===== src/rtl/coh_pkg.sv =====
package coh_pkg;
    typedef enum logic [1:0] {REQ_GETS = 2'd0, REQ_GETM = 2'd1, REQ_PUTM = 2'd2, REQ_ODATA = 2'd3} req_kind_e;
    typedef enum logic [1:0] {FWD_GETS = 2'd0, FWD_GETM = 2'd1, FWD_INV = 2'd2} fwd_kind_e;
    typedef enum logic       {RSP_DATA = 1'b0, RSP_ACK = 1'b1} rsp_kind_e;
    typedef enum logic [1:0] {DIR_I = 2'd0, DIR_S = 2'd1, DIR_M = 2'd2} dir_st_e;
    typedef enum logic [1:0] {FSM_IDLE, FSM_RSP, FSM_FWD, FSM_INV} fsm_e;
endpackage


===== src/rtl/coh_dir_table.sv =====
module coh_dir_table
    import coh_pkg::*;
#(
    parameter int N_CACHE = 4,
    parameter int N_BLK   = 16
) (
    input  logic                       clk,
    input  logic                       rst_n,
    input  logic [$clog2(N_BLK)-1:0]   addr,
    output logic [1:0]                 rd_st,
    output logic [$clog2(N_CACHE)-1:0] rd_own,
    output logic [N_CACHE-1:0]         rd_sh,
    output logic                       rd_busy,
    input  logic                       wr_en,
    input  logic [1:0]                 wr_st,
    input  logic [$clog2(N_CACHE)-1:0] wr_own,
    input  logic [N_CACHE-1:0]         wr_sh,
    input  logic                       busy_set,
    input  logic                       busy_clr
);
    localparam int ID_W = $clog2(N_CACHE);

    logic [1:0]         st_q   [N_BLK];
    logic [ID_W-1:0]    own_q  [N_BLK];
    logic [N_CACHE-1:0] sh_q   [N_BLK];
    logic [N_BLK-1:0]   busy_q;

    assign rd_st   = st_q[addr];
    assign rd_own  = own_q[addr];
    assign rd_sh   = sh_q[addr];
    assign rd_busy = busy_q[addr];

    always_ff @(posedge clk) begin
        if (!rst_n) begin
            for (int i = 0; i < N_BLK; i++) begin
                st_q[i]  <= DIR_I;
                own_q[i] <= '0;
                sh_q[i]  <= '0;
            end
            busy_q <= '0;
        end else begin
            if (wr_en) begin
                st_q[addr]  <= wr_st;
                own_q[addr] <= wr_own;
                sh_q[addr]  <= wr_sh;
            end
            if (busy_set)      busy_q[addr] <= 1'b1;
            else if (busy_clr) busy_q[addr] <= 1'b0;
        end
    end

    for (genvar g = 0; g < N_BLK; g++) begin : g_entry_chk
        // an owned block carries no sharers
        p_owner_alone_r13: assert property (@(posedge clk) disable iff (!rst_n)
            (st_q[g] == DIR_M) |-> (sh_q[g] == '0));
        // a shared block has at least one sharer
        p_shared_nonempty_r2: assert property (@(posedge clk) disable iff (!rst_n)
            (st_q[g] == DIR_S) |-> (sh_q[g] != '0));
        // only a block waiting for owner data in S can be busy
        p_busy_shared_r7: assert property (@(posedge clk) disable iff (!rst_n)
            busy_q[g] |-> (st_q[g] == DIR_S));
    end
endmodule


===== src/rtl/coh_mem_array.sv =====
module coh_mem_array #(
    parameter int N_BLK  = 16,
    parameter int DATA_W = 8
) (
    input  logic                     clk,
    input  logic                     rst_n,
    input  logic [$clog2(N_BLK)-1:0] addr,
    output logic [DATA_W-1:0]        rd_data,
    input  logic                     wr_en,
    input  logic [DATA_W-1:0]        wr_data
);
    logic [DATA_W-1:0] mem_q [N_BLK];

    assign rd_data = mem_q[addr];

    always_ff @(posedge clk) begin
        if (!rst_n) begin
            for (int i = 0; i < N_BLK; i++) mem_q[i] <= DATA_W'(i);
        end else if (wr_en) begin
            mem_q[addr] <= wr_data;
        end
    end
endmodule


===== src/rtl/coh_inv_pick.sv =====
module coh_inv_pick #(
    parameter int N_CACHE = 4
) (
    input  logic [N_CACHE-1:0]         mask,
    output logic [$clog2(N_CACHE)-1:0] pick,
    output logic [N_CACHE-1:0]         pick_bit
);
    localparam int ID_W = $clog2(N_CACHE);

    always_comb begin
        pick = '0;
        for (int i = N_CACHE - 1; i >= 0; i--) begin
            if (mask[i]) pick = ID_W'(i);
        end
        pick_bit       = '0;
        pick_bit[pick] = mask[pick];
    end
endmodule


===== src/rtl/coh_home_dir.sv =====
module coh_home_dir
    import coh_pkg::*;
#(
    parameter int N_CACHE = 4,
    parameter int N_BLK   = 16,
    parameter int DATA_W  = 8
) (
    input  logic                       clk,
    input  logic                       rst_n,
    input  logic                       req_valid,
    output logic                       req_ready,
    input  logic [1:0]                 req_kind,
    input  logic [$clog2(N_CACHE)-1:0] req_src,
    input  logic [$clog2(N_BLK)-1:0]   req_addr,
    input  logic [DATA_W-1:0]          req_data,
    output logic                       fwd_valid,
    input  logic                       fwd_ready,
    output logic [1:0]                 fwd_kind,
    output logic [$clog2(N_CACHE)-1:0] fwd_dest,
    output logic [$clog2(N_CACHE)-1:0] fwd_req,
    output logic [$clog2(N_BLK)-1:0]   fwd_addr,
    output logic                       rsp_valid,
    input  logic                       rsp_ready,
    output logic                       rsp_kind,
    output logic [$clog2(N_CACHE)-1:0] rsp_dest,
    output logic [$clog2(N_BLK)-1:0]   rsp_addr,
    output logic [DATA_W-1:0]          rsp_data,
    output logic [$clog2(N_CACHE)-1:0] rsp_acks
);
    localparam int ID_W = $clog2(N_CACHE);
    localparam int AW   = $clog2(N_BLK);

    fsm_e               fsm_q, nx_fsm;
    logic [1:0]         d_st;
    logic [ID_W-1:0]    d_own;
    logic [N_CACHE-1:0] d_sh;
    logic               d_busy;
    logic [DATA_W-1:0]  m_rd;

    logic               dir_we, mem_we, b_set, b_clr, accept;
    logic [1:0]         w_st;
    logic [ID_W-1:0]    w_own;
    logic [N_CACHE-1:0] w_sh, src_bit, own_bit, others, n_inv;
    rsp_kind_e          n_rsp_kind;
    fwd_kind_e          n_fwd_kind;
    logic [ID_W-1:0]    n_acks;
    logic [DATA_W-1:0]  n_data;

    rsp_kind_e          r_rsp_kind;
    fwd_kind_e          r_fwd_kind;
    logic [ID_W-1:0]    r_src, r_fwd_dest, r_acks, pick;
    logic [AW-1:0]      r_addr;
    logic [DATA_W-1:0]  r_data;
    logic [N_CACHE-1:0] r_inv, pick_bit, inv_left;

    coh_dir_table #(.N_CACHE(N_CACHE), .N_BLK(N_BLK)) u_dir (
        .clk(clk), .rst_n(rst_n), .addr(req_addr),
        .rd_st(d_st), .rd_own(d_own), .rd_sh(d_sh), .rd_busy(d_busy),
        .wr_en(dir_we && accept), .wr_st(w_st), .wr_own(w_own), .wr_sh(w_sh),
        .busy_set(b_set && accept), .busy_clr(b_clr && accept)
    );

    coh_mem_array #(.N_BLK(N_BLK), .DATA_W(DATA_W)) u_mem (
        .clk(clk), .rst_n(rst_n), .addr(req_addr), .rd_data(m_rd),
        .wr_en(mem_we && accept), .wr_data(req_data)
    );

    coh_inv_pick #(.N_CACHE(N_CACHE)) u_pick (
        .mask(r_inv), .pick(pick), .pick_bit(pick_bit)
    );

    assign req_ready = (fsm_q == FSM_IDLE) && !(d_busy && req_kind_e'(req_kind) != REQ_ODATA);
    assign accept    = req_valid && req_ready;
    assign inv_left  = r_inv & ~pick_bit;

    always_comb begin
        src_bit = '0; src_bit[req_src] = 1'b1;
        own_bit = '0; own_bit[d_own]   = 1'b1;
        others  = d_sh & ~src_bit;
    end

    // Decision taken in FSM_IDLE on the entry read at req_addr
    always_comb begin
        nx_fsm     = FSM_IDLE;
        dir_we     = 1'b0;
        mem_we     = 1'b0;
        b_set      = 1'b0;
        b_clr      = 1'b0;
        w_st       = d_st;
        w_own      = d_own;
        w_sh       = d_sh;
        n_rsp_kind = RSP_DATA;
        n_fwd_kind = FWD_GETS;
        n_acks     = '0;
        n_data     = m_rd;
        n_inv      = '0;
        unique case (req_kind_e'(req_kind))
            REQ_GETS: begin
                if (d_st == DIR_M && d_own == req_src) begin
                    nx_fsm = FSM_RSP; n_rsp_kind = RSP_ACK; n_data = '0;
                end else if (d_st == DIR_M) begin
                    nx_fsm = FSM_FWD; n_fwd_kind = FWD_GETS;
                    dir_we = 1'b1; w_st = DIR_S; w_sh = own_bit | src_bit; b_set = 1'b1;
                end else begin
                    nx_fsm = FSM_RSP;
                    dir_we = 1'b1; w_st = DIR_S; w_sh = d_sh | src_bit;
                end
            end
            REQ_GETM: begin
                if (d_st == DIR_M && d_own == req_src) begin
                    nx_fsm = FSM_RSP; n_rsp_kind = RSP_ACK; n_data = '0;
                end else if (d_st == DIR_M) begin
                    nx_fsm = FSM_FWD; n_fwd_kind = FWD_GETM;
                    dir_we = 1'b1; w_own = req_src;
                end else begin
                    nx_fsm = FSM_RSP;
                    n_acks = ID_W'($countones(others));
                    n_inv  = others;
                    dir_we = 1'b1; w_st = DIR_M; w_own = req_src; w_sh = '0;
                end
            end
            REQ_PUTM: begin
                nx_fsm = FSM_RSP; n_rsp_kind = RSP_ACK; n_data = '0;
                if (d_st == DIR_M && d_own == req_src) begin
                    mem_we = 1'b1;
                    dir_we = 1'b1; w_st = DIR_I; w_own = '0; w_sh = '0;
                end
            end
            REQ_ODATA: begin
                if (d_busy) begin
                    mem_we = 1'b1; b_clr = 1'b1;
                end
            end
        endcase
    end

    // State register
    always_ff @(posedge clk) begin
        if (!rst_n) begin
            fsm_q <= FSM_IDLE;
        end else begin
            unique case (fsm_q)
                FSM_IDLE: if (accept)    fsm_q <= nx_fsm;
                FSM_RSP:  if (rsp_ready) fsm_q <= (r_inv != '0) ? FSM_INV : FSM_IDLE;
                FSM_FWD:  if (fwd_ready) fsm_q <= FSM_IDLE;
                FSM_INV:  if (fwd_ready && inv_left == '0) fsm_q <= FSM_IDLE;
            endcase
        end
    end

    // Message registers loaded on acceptance
    always_ff @(posedge clk) begin
        if (!rst_n) begin
            r_rsp_kind <= RSP_DATA;
            r_fwd_kind <= FWD_GETS;
            r_src      <= '0;
            r_fwd_dest <= '0;
            r_acks     <= '0;
            r_addr     <= '0;
            r_data     <= '0;
            r_inv      <= '0;
        end else if (fsm_q == FSM_IDLE && accept) begin
            r_rsp_kind <= n_rsp_kind;
            r_fwd_kind <= n_fwd_kind;
            r_src      <= req_src;
            r_fwd_dest <= d_own;
            r_acks     <= n_acks;
            r_addr     <= req_addr;
            r_data     <= n_data;
            r_inv      <= n_inv;
        end else if (fsm_q == FSM_INV && fwd_ready) begin
            r_inv <= inv_left;
        end
    end

    // Outputs
    always_comb begin
        rsp_valid = (fsm_q == FSM_RSP);
        rsp_kind  = r_rsp_kind;
        rsp_dest  = r_src;
        rsp_addr  = r_addr;
        rsp_data  = r_data;
        rsp_acks  = r_acks;
        fwd_valid = (fsm_q == FSM_FWD) || (fsm_q == FSM_INV);
        fwd_kind  = (fsm_q == FSM_INV) ? FWD_INV : r_fwd_kind;
        fwd_dest  = (fsm_q == FSM_INV) ? pick : r_fwd_dest;
        fwd_req   = r_src;
        fwd_addr  = r_addr;
    end

    p_rsp_hold_r12: assert property (@(posedge clk) disable iff (!rst_n)
        (rsp_valid && !rsp_ready) |=> (rsp_valid &&
            $stable({rsp_kind, rsp_dest, rsp_addr, rsp_data, rsp_acks})));

    p_fwd_hold_r12: assert property (@(posedge clk) disable iff (!rst_n)
        (fwd_valid && !fwd_ready) |=> (fwd_valid &&
            $stable({fwd_kind, fwd_dest, fwd_req, fwd_addr})));

    p_inv_not_req_r4: assert property (@(posedge clk) disable iff (!rst_n)
        (fwd_valid && fwd_kind == FWD_INV) |-> (fwd_dest != fwd_req));

    p_fwd_not_self_r5: assert property (@(posedge clk) disable iff (!rst_n)
        (fwd_valid && fwd_kind != FWD_INV) |-> (fwd_dest != fwd_req));

    p_no_accept_busy_r12: assert property (@(posedge clk) disable iff (!rst_n)
        (rsp_valid || fwd_valid) |-> !req_ready);
endmodule


===== config.mk =====
export PLATFORM = sky130hd
export DESIGN_NAME = coh_home_dir
export DESIGN_NICKNAME = d
export VERILOG_FILES = /design/src/rtl/coh_pkg.sv /design/src/rtl/coh_dir_table.sv /design/src/rtl/coh_mem_array.sv /design/src/rtl/coh_inv_pick.sv /design/src/rtl/coh_home_dir.sv
export SDC_FILE = /design/constraint.sdc
export NUM_CORES = 1
export LEC_CHECK = 0
export BUFFER_PORTS_ARGS = -buffer_cell sky130_fd_sc_hd__buf_2
export CORE_MARGIN = 2
export CORE_UTILIZATION = 25
export DETAILED_ROUTE_END_ITERATION = 16
export GPL_ROUTABILITY_DRIVEN = 0
export MAX_ROUTING_LAYER = met4
export PLACE_DENSITY = 0.39
export SLEW_MARGIN = 20
export SYNTH_ARGS = -nofsm -noshare
export SYNTH_HDL_FRONTEND = slang
export SYNTH_SLANG_ARGS = --single-unit

===== constraint.sdc =====
create_clock -name clk -period 11.25 [get_ports clk]
set_input_delay 1.6875 -clock clk [delete_from_list [all_inputs] [get_ports clk]]
set_output_delay 1.6875 -clock clk [all_outputs]
set_load 0.03 [all_outputs]

==> results.sh, run 1 <==
export IMPL_period_needed_ps=6529
export IMPL_power_density_nw_per_um2=164.9
export IMPL_cts_reportedPaths_clkPinSlew_ps=60
export IMPL_grtUsageTotal_pct=16.09
export IMPL_diodes=0
export IMPL_slowest_delay_ps=1070
export IMPL_synthDominantCellAreaShare_pct=54.04
export IMPL_drtIter0Drc=714
export IMPL_cp_common_cell="buf_4"
export IMPL_die_width_um=242.5
export IMPL_status="completed"
export IMPL_syn_cell_area_um2=14230
export IMPL_ios=51
export IMPL_slew_headroom_pct=26.62
export IMPL_critPathMaxFanout=52
export IMPL_synthToLayoutAreaGrowth_pct=13.64
export IMPL_design_area_um2=16170
export IMPL_dpl_hpwl_um=30520
export IMPL_p_leak_nw=5.200
export IMPL_required_ps=11390
export IMPL_wl_um=45870
export IMPL_synthDistinctLibCells=61
export IMPL_use_met3_pct=2.714
export IMPL_tritoncts="done"
export IMPL_critPathCaptureType="register"
export IMPL_critical_path_class="in2reg"
export IMPL_rsz0062_at_grt="false"
export IMPL_drive_gt1_share_pct=20.65
export IMPL_clock_path_buffers=3
export IMPL_clk_latency_ps=540
export IMPL_ys_ff_latch=298
export IMPL_fin_crit_sh_pct=58.04
export IMPL_drv_slew=0
export IMPL_holdBufCountCts=0
export IMPL_critPathArrivalTime_ps=6670
export IMPL_cts_made_buffers=35
export IMPL_drc=0
export IMPL_ys_flop_type="edfxtp_1"
export IMPL_grt_overflow=0
export IMPL_crit_chain="buf_4 > buf_4 > mux2i_1 > mux4_2 > mux2i_4 > xnor2_1 > a41o_1 > nand2_1 > o21ai_0"
export IMPL_setup_viol=0
export IMPL_hp_class="reg2reg"
export IMPL_cp_top_family="compound AO/OA/AOI/OAI gates"
export IMPL_rows=87
export IMPL_cts_root_buffer="clkbuf_16"
export IMPL_start_util_pct=25.28
export IMPL_grt_pass1_wl_um=67310
export IMPL_port_buffer_count=50
export IMPL_core_area_um2=56280
export IMPL_synthTopCellsByArea="edfxtp_1 54%, mux4_2 12%, dfxtp_1 5.9%"
export IMPL_cts_resized=0
export IMPL_skew_ps=22.25
export IMPL_use_met2_pct=25.46
export IMPL_final_hold_violation_count=0
export IMPL_synth_edf_count=256
export IMPL_die_height_um=242.5
export IMPL_dpl_cell_area_um2=15020
export IMPL_ir_worst_vdd_v=0.0001106
export IMPL_synth_seq_area_share_pct=59.95
export IMPL_synthArstFlopShare_pct=0
export IMPL_grt_max_degree=68
export IMPL_synthCells=1054
export IMPL_grtUsageMet1_pct=21.27
export IMPL_ys_warn_count=0
export IMPL_fin_nets=1086
export IMPL_cp_buffers_inverters=2
export IMPL_gr_max_usage_layer="met2"
export IMPL_crit_path_start_kind="input port"
export IMPL_ant_nets=0
export IMPL_antenna_found_initial=2
export IMPL_cp_slowest_cell="o21ai_0"
export IMPL_max_freq_mhz=153.2
export IMPL_via_count=9080
export IMPL_worstMarginPinSlew_ps=1097
export IMPL_grt_pass1_vias=9230
export IMPL_die_area_um2=58830
export IMPL_cts_setup_buffers=0
export IMPL_tns_ps=0
export IMPL_firstDrtPassIters=5
export IMPL_yosysTopAreaCell="edfxtp_1"
export IMPL_syn_num_nets=1081
export IMPL_viasPerCell=4.932
export IMPL_htreeDepth=2
export IMPL_wl_per_cell_um=24.92
export IMPL_cts_num_sinks=298
export IMPL_drv_cap=0
export IMPL_syn_avg_cell_area_um2=13.50
## metal layers
metal,vias up,share of wire [%]
li1,4063,-
met5,-,0
met2,261,48
met4,0,2.4
met3,59,5.4
met1,4697,44
## path summary, 6_finish.rpt
path / startpoint / cells after the start / slack (ps) / to
worst max-delay path: req_addr[1] / 9 / 4720 / u_mem.mem_q[10][1]
worst min-delay path: rsp_data[4] / 2 / 460 / rsp_data[4]
worst max register to register: u_dir.st_q[9][0] / 7 / 6910 / u_mem.mem_q[10][1]
worst min register to register: rsp_data[4] / 2 / 460 / rsp_data[4]
## worst register-to-register path: cells and delay by family, from the launching register on
family,cells,cell delay [ps]
AOI/OAI and AO/OA,4,2280
and+or+nand+nor,2,800
muxes,1,480
DFF,1,380
## flip-flops by register name (all words and copies together), names as in the netlist, named ones only
register	count
fwd_addr	4
r_fwd_dest	2
u_mem.mem_q	128
r_fwd_kind	1
rsp_kind	1
fsm_q	2
fwd_req	2
u_dir.st_q	32
rsp_data	8
rsp_acks	2
r_inv	4
u_dir.sh_q	64
u_dir.own_q	32
## synth_stat cells, types with 3 or more instances
master	count
o31ai_1	4
o211ai_1	26
xor2_1	3
buf_1	4
and2_1	10
o211ai_4	12
o21ai_0	29
dfxtp_1	42
clkbuf_1	45
mux2i_1	16
nand4_1	8
inv_1	17
nand3_2	4
nand2_1	68
a21oi_1	101
nor2b_1	4
and3_1	18
buf_6	8
o211a_1	3
buf_4	10
nand2b_1	8
buf_2	26
ha_1	5
o21ai_1	13
mux4_2	77
a21boi_0	17
or3_1	17
nor3_1	23
edfxtp_1	256
nand3_1	33
nor2_1	108
## cell families (layout without fill, tap and decap cells)
kind of cell,after synthesis,in the layout,synth area share [%]
buffers and inverters,112,143,3.993
adder cells (fa/ha/maj),7,7,0.6508
multiplexers,95,95,13.63
AND/OR/NAND/NOR,306,306,10.10
AO/OA/AOI/OAI,231,231,11.37
XOR/XNOR,5,5,0.3079
flip-flops,298,298,59.95
## cell type report
cell class | instances | area (um^2)
Multi-Input combinational cell | 644 | 5132
Clock buffer | 42 | 923.4
Timing Repair Buffer | 63 | 352.8
Clock inverter | 21 | 220.2
Fill cell | 5731 | 40110
Sequential cell | 298 | 8528
Inverter | 17 | 63.81
Tap cell | 756 | 945.9
## power breakdown
group          internal, W  leakage, nW  switching (W)
logic            0.0000749         1.77       0.000188
clock network     0.000681        0.560       0.000477
registers          0.00123         2.87      0.0000150
total              0.00199         5.20       0.000679
## cells in the final DEF, fill, tap and decap left out, types with 3 or more instances in the layout
master     Yosys  final
bufinv_16      0      4
o21ai_1       13     25
nand2b_1       8      8
a21boi_0      17     17
nand2_1       68     68
clkbuf_1      45      6
nor3_1        23     23
inv_1         17     17
o211ai_1      26     26
xor2_1         3      3
nor2_1       108    108
o211ai_4      12     12
clkinv_1       0      4
o21ai_0       29     17
clkbuf_16      0     36
nand3_2        4      4
and2_1        10      9
ha_1           5      5
or3_1         17     17
edfxtp_1     256    256
nor2b_1        4      4
and3_1        18     17
buf_2         26     48
a21oi_1      101    101
dfxtp_1       42     42
nand3_1       33     33
mux4_2        77     77
nand4_1        8      8
o31ai_1        4      4
clkinv_2       0      9
mux2i_1       16     16
buf_4         10     15
o211a_1        3      3
## metrics by stage
stage | total power (W) | util, % | instances | hold slack, ps | worst slack, ps
2_1_floorplan | 0.001444 | - | 1054 | 436.3 | 6030
3_3_place_gp | 0.001536 | 26.69 | 1778 | 453.7 | 4224
3_5_place_dp | 0.001535 | 26.69 | 1778 | 454.7 | 4103
4_1_cts | 0.002693 | 28.72 | 1841 | 463.4 | 4665
5_1_grt | 0.002751 | 28.73 | 1841 | 483.9 | 4452
6_report | 0.002666 | 28.73 | 1841 | 458.7 | 4721
Power figures use the tool's default switching activity.
==> run 2, diff against run 1 <==
Clock period 11.25 ns to 6.48 ns, I/O delays scaled along.
==> results.sh, run 2 (synthesis gave the netlist of run 1 again) <==
export IMPL_status="completed"
export IMPL_tritoncts="done"
export IMPL_drtIter0Drc=617
export IMPL_via_count=9244
export IMPL_seqCellArea_um2=8528
export IMPL_p_leak_nw=5.354
export IMPL_drv_slew=0
export IMPL_grtUsageTotal_pct=16.28
export IMPL_critPathMaxFanout=46
export IMPL_start_util_pct=25.28
export IMPL_layout_common_cells="256 x edfxtp_1, 108 x nor2_1, 101 x a21oi_1"
export IMPL_critPathCaptureType="register"
export IMPL_cts_made_buffers=36
export IMPL_multi_input_area_um2=5131
export IMPL_antenna_found_initial=0
export IMPL_pwr_share_seq_pct=46.3
export IMPL_max_freq_mhz=204.8
export IMPL_period_needed_ps=4884
export IMPL_cts_num_sinks=298
export IMPL_worstMarginPinSlew_ps=1113
export IMPL_drv_cap=0
export IMPL_power_frac_clock_pct=43.3
export IMPL_skew_ps=22.31
export IMPL_clock_path_buffers=3
export IMPL_final_common_cell="edfxtp_1"
export IMPL_cts_resized=0
export IMPL_viasPerCell=4.933
export IMPL_ios=51
export IMPL_setup_viol=0
export IMPL_htreeDepth=2
export IMPL_ant_nets=0
export IMPL_grt_pass1_vias=9338
export IMPL_firstDrtPassIters=7
export IMPL_grt_pass1_wl_um=68130
export IMPL_dpl_hpwl_um=30700
export IMPL_diodes=0
export IMPL_top_register="u_mem.mem_q"
export IMPL_rows=87
export IMPL_internal_power_w=0.003467
export IMPL_grt_overflow=0
export IMPL_top_regs="u_mem.mem_q (128), u_dir.sh_q (64)"
export IMPL_fin_nets=1118
export IMPL_critical_path_class="in2reg"
export IMPL_combinationalPowerShare_pct=10.4
export IMPL_critPathArrivalTime_ps=5100
export IMPL_power_density_nw_per_um2=284.9
export IMPL_final_hold_violation_count=0
export IMPL_fin_crit_sh_pct=75.36
export IMPL_hp_class="reg2reg"
export IMPL_die_area_um2=58830
export IMPL_required_ps=6690
export IMPL_design_power_total_w=0.004673
export IMPL_cts_root_buffer="clkbuf_16"
export IMPL_ir_worst_vdd_v=0.0001395
export IMPL_crit_path_start_kind="input port"
export IMPL_tns_ps=0
export IMPL_switching_share_pct=25.80
export IMPL_cts_setup_buffers=0
export IMPL_port_buffer_count=50
export IMPL_holdBufCountCts=0
export IMPL_rsz0062_at_grt="false"
export IMPL_grt_max_degree=75
export IMPL_wl_per_cell_um=24.72
export IMPL_slew_headroom_pct=25.62
export IMPL_drive_gt1_share_pct=22.45
export IMPL_p_sw_w=0.001206
export IMPL_die_height_um=242.5
export IMPL_largest_reg_flops=128
export IMPL_num_fill_cells=5744
export IMPL_synthToLayoutAreaGrowth_pct=15.30
export IMPL_cts_reportedPaths_clkPinSlew_ps=60
export IMPL_clk_latency_ps=560
export IMPL_core_area_um2=56280
export IMPL_drc=0
export IMPL_wl_um=46330
export IMPL_die_width_um=242.5
run 2: final cells by class:
| class | instances | area share (%) |
|---|---|---|
| clock buffer | 48 | 5.957 |
| sequential | 298 | 51.99 |
| timing repair buffer | 94 | 3.570 |
| clock inverter | 17 | 1.045 |
| multi-input combinational | 644 | 31.28 |
| inverter | 17 | 0.3890 |
| tap | 756 | 5.767 |
run 2: power by group through the flow:
stage               logic (W)  registers (W)  clock network, W
floorplan            0.000303        0.00220                 0
CTS                  0.000490        0.00216           0.00206
finish               0.000485        0.00216           0.00202
detailed placement   0.000489        0.00220                 0
global placement     0.000491        0.00221                 0
global route         0.000518        0.00217           0.00214
run 2: stage by stage:
stage          area (um^2)  std cells  hold WS, ps  setup WS (ps)  utilization [%]
6_report             16400       1874        461.3           1596            29.15
5_1_grt              16400       1874        484.3           1307            29.15
4_1_cts              16400       1874        464.7           1625            29.15
3_5_place_dp         15250       1809        458.1           1042            27.11
3_3_place_gp         15250       1809        451.2           1151            27.11
2_1_floorplan        14230       1054        436.3           2106                -
run 2: worst paths after layout:
| path | start | endpoint | slack, ps | cells after the start |
|---|---|---|---|---|
| setup reg to reg | u_dir.st_q[10][0] | u_mem.mem_q[12][2] | 2520 | 8 |
| hold / removal | r_fwd_kind[0] | r_fwd_kind[0] | 460 | 2 |
| hold reg to reg | r_fwd_kind[0] | r_fwd_kind[0] | 460 | 2 |
| setup / recovery | req_addr[1] | u_dir.sh_q[5][3] | 1600 | 9 |
run 2: layer usage:
layer	vias up	global-route usage (%)	share of wire (%)
li1	4131	-	-
met1	4792	22.44	47
met2	269	24.67	46
met3	52	3.113	5.1
met4	0	3.976	2.1
met5	-	-	0
run 2: critical path, cell delays in order:
cell	delay [ps]
buf_4	570
buf_4	580
mux4_2	410
mux4_2	500
a211oi_2	310
and3_2	540
buf_4	410
o2111ai_2	340
nand2_1	400
==> run 3, diff against run 2 <==
Clock period 6.48 ns to 5.1 ns, I/O delays scaled along.
==> results.sh, run 3 (synthesis gave the netlist of run 1 again) <==
export IMPL_cts_resized=0
export IMPL_layout_common_cells="256 x edfxtp_1, 108 x nor2_1, 101 x a21oi_1"
export IMPL_drc=0
export IMPL_clk_latency_ps=520
export IMPL_critPathArrivalTime_ps=4270
export IMPL_final_hold_violation_count=0
export IMPL_antenna_found_initial=2
export IMPL_diodes=0
export IMPL_dpl_cell_area_um2=15420
export IMPL_cts_made_buffers=36
export IMPL_core_area_um2=56280
export IMPL_top_register="u_mem.mem_q"
export IMPL_crit_path_start_kind="input port"
export IMPL_drtIter0Drc=690
export IMPL_clock_path_buffers=3
export IMPL_synthToLayoutAreaGrowth_pct=16.44
export IMPL_tritoncts="done"
export IMPL_multi_input_area_um2=5131
export IMPL_hold_path_cell_count=2
export IMPL_num_fill_cells=5713
export IMPL_seqCellArea_um2=8528
export IMPL_critical_path_class="in2reg"
export IMPL_grt_max_degree=75
export IMPL_cp_slowest_cell="mux4_2"
export IMPL_critPathMaxFanout=34
export IMPL_firstDrtPassIters=5
export IMPL_die_area_um2=58830
export IMPL_wl_um=44990
export IMPL_max_freq_mhz=244.3
export IMPL_setup_viol=0
export IMPL_crit_path_start="req_addr[0]"
export IMPL_rows=87
export IMPL_grtUsageTotal_pct=15.70
export IMPL_period_needed_ps=4093
export IMPL_fin_crit_sh_pct=80.25
export IMPL_critPathCaptureType="register"
export IMPL_ant_nets=0
export IMPL_rsz0062_at_grt="false"
export IMPL_via_count=9311
export IMPL_fin_nets=1139
export IMPL_worstMarginPinSlew_ps=1117
export IMPL_start_util_pct=25.28
export IMPL_status="completed"
export IMPL_slowest_delay_ps=630
export IMPL_cts_root_buffer="clkbuf_16"
export IMPL_viasPerCell=4.919
export IMPL_grt_overflow=0
export IMPL_slew_headroom_pct=25.32
export IMPL_die_height_um=242.5
export IMPL_die_width_um=242.5
export IMPL_top_regs="u_mem.mem_q (128), u_dir.sh_q (64)"
export IMPL_r2r_start="u_dir.own_q[11][0]"
export IMPL_port_buffer_count=50
export IMPL_skew_ps=13.01
export IMPL_ir_worst_vdd_v=0.0001683
export IMPL_hp_class="reg2reg"
export IMPL_wl_per_cell_um=23.77
export IMPL_cts_reportedPaths_clkPinSlew_ps=60
export IMPL_holdBufCountCts=0
export IMPL_cts_num_sinks=298
export IMPL_largest_reg_flops=128
export IMPL_design_area_um2=16560
export IMPL_p_leak_nw=5.454
export IMPL_crit_chain="buf_4 > mux4_2 > mux4_2 > a211oi_2 > and3_2 > buf_4 > o211ai_4 > nand2_1"
export IMPL_htreeDepth=2
export IMPL_cts_setup_buffers=0
export IMPL_rr_worst_depth=8
export IMPL_drive_gt1_share_pct=23.92
export IMPL_hp_start="rsp_data[2]"
export IMPL_required_ps=5280
export IMPL_final_common_cell="edfxtp_1"
export IMPL_grt_pass1_wl_um=66610
export IMPL_drv_cap=0
export IMPL_grt_pass1_vias=9598
export IMPL_dpl_hpwl_um=30660
export IMPL_power_density_nw_per_um2=353.9
export IMPL_ios=51
export IMPL_tns_ps=0
export IMPL_drv_slew=0
==> run 3: changes by cell type in the layout (fill, tap and decap cells not counted), sizes merged <==
cell    previous run  this run
clkbuf            48        51
bufinv             3         1
inv               20        17
buf               94       115
==> run 3: metal layers <==
metal  up-vias  wire length [um]  GRT usage, %  share of wire, %
li1       4159                 -             -                 -
met1      4765             20310         21.09                45
met2       311             20700         23.93                46
met3        76              2584         2.836               5.7
met4         0              1394         5.211               3.1
met5         -                 0             -                 0
==> run 3: critical path: cells and delay by family <==
family          cells  cell delay [ps]
compound gates      2              540
buf+inv             2              880
simple gates        2              890
mux                 2             1160
==> run 3: path summary, 6_finish.rpt <==
| path | end | slack (ps) |
|---|---|---|
| setup / recovery | u_dir.sh_q[8][1] | 1010 |
| hold / removal | rsp_data[2] | 460 |
| setup reg to reg | u_dir.own_q[10][0] | 1560 |
| hold reg to reg | rsp_data[2] | 460 |
==> run 3: final cells by class <==
type,count,area share [%]
Clock buffer,51,6.420
Timing Repair Buffer,115,4.562
Multi-Input combinational cell,644,30.98
Tap cell,756,5.710
Sequential cell,298,51.48
Clock inverter,12,0.4608
Inverter,17,0.3852
==> run 3: power breakdown <==
part | switching (W) | internal [W]
logic | 0.000433 | 0.000192
clock network | 0.000994 | 0.00149
registers | 0.0000345 | 0.00272
total | 0.00146 | 0.00440
==> run 3: metrics by stage <==
stage | std cells | hold slack (ps) | setup WS, ps | power (W) | util [%]
after floorplan | 1054 | 436.3 | 933.0 | 0.003186 | -
after global placement | 1830 | 451.4 | 514.1 | 0.003433 | 27.41
after global routing | 1893 | 478.9 | 842.3 | 0.006077 | 29.43
final | 1893 | 461.2 | 1007 | 0.005863 | 29.43
after detailed placement | 1830 | 458.2 | 462.6 | 0.003431 | 27.41
after CTS | 1893 | 466.0 | 1015 | 0.005942 | 29.43
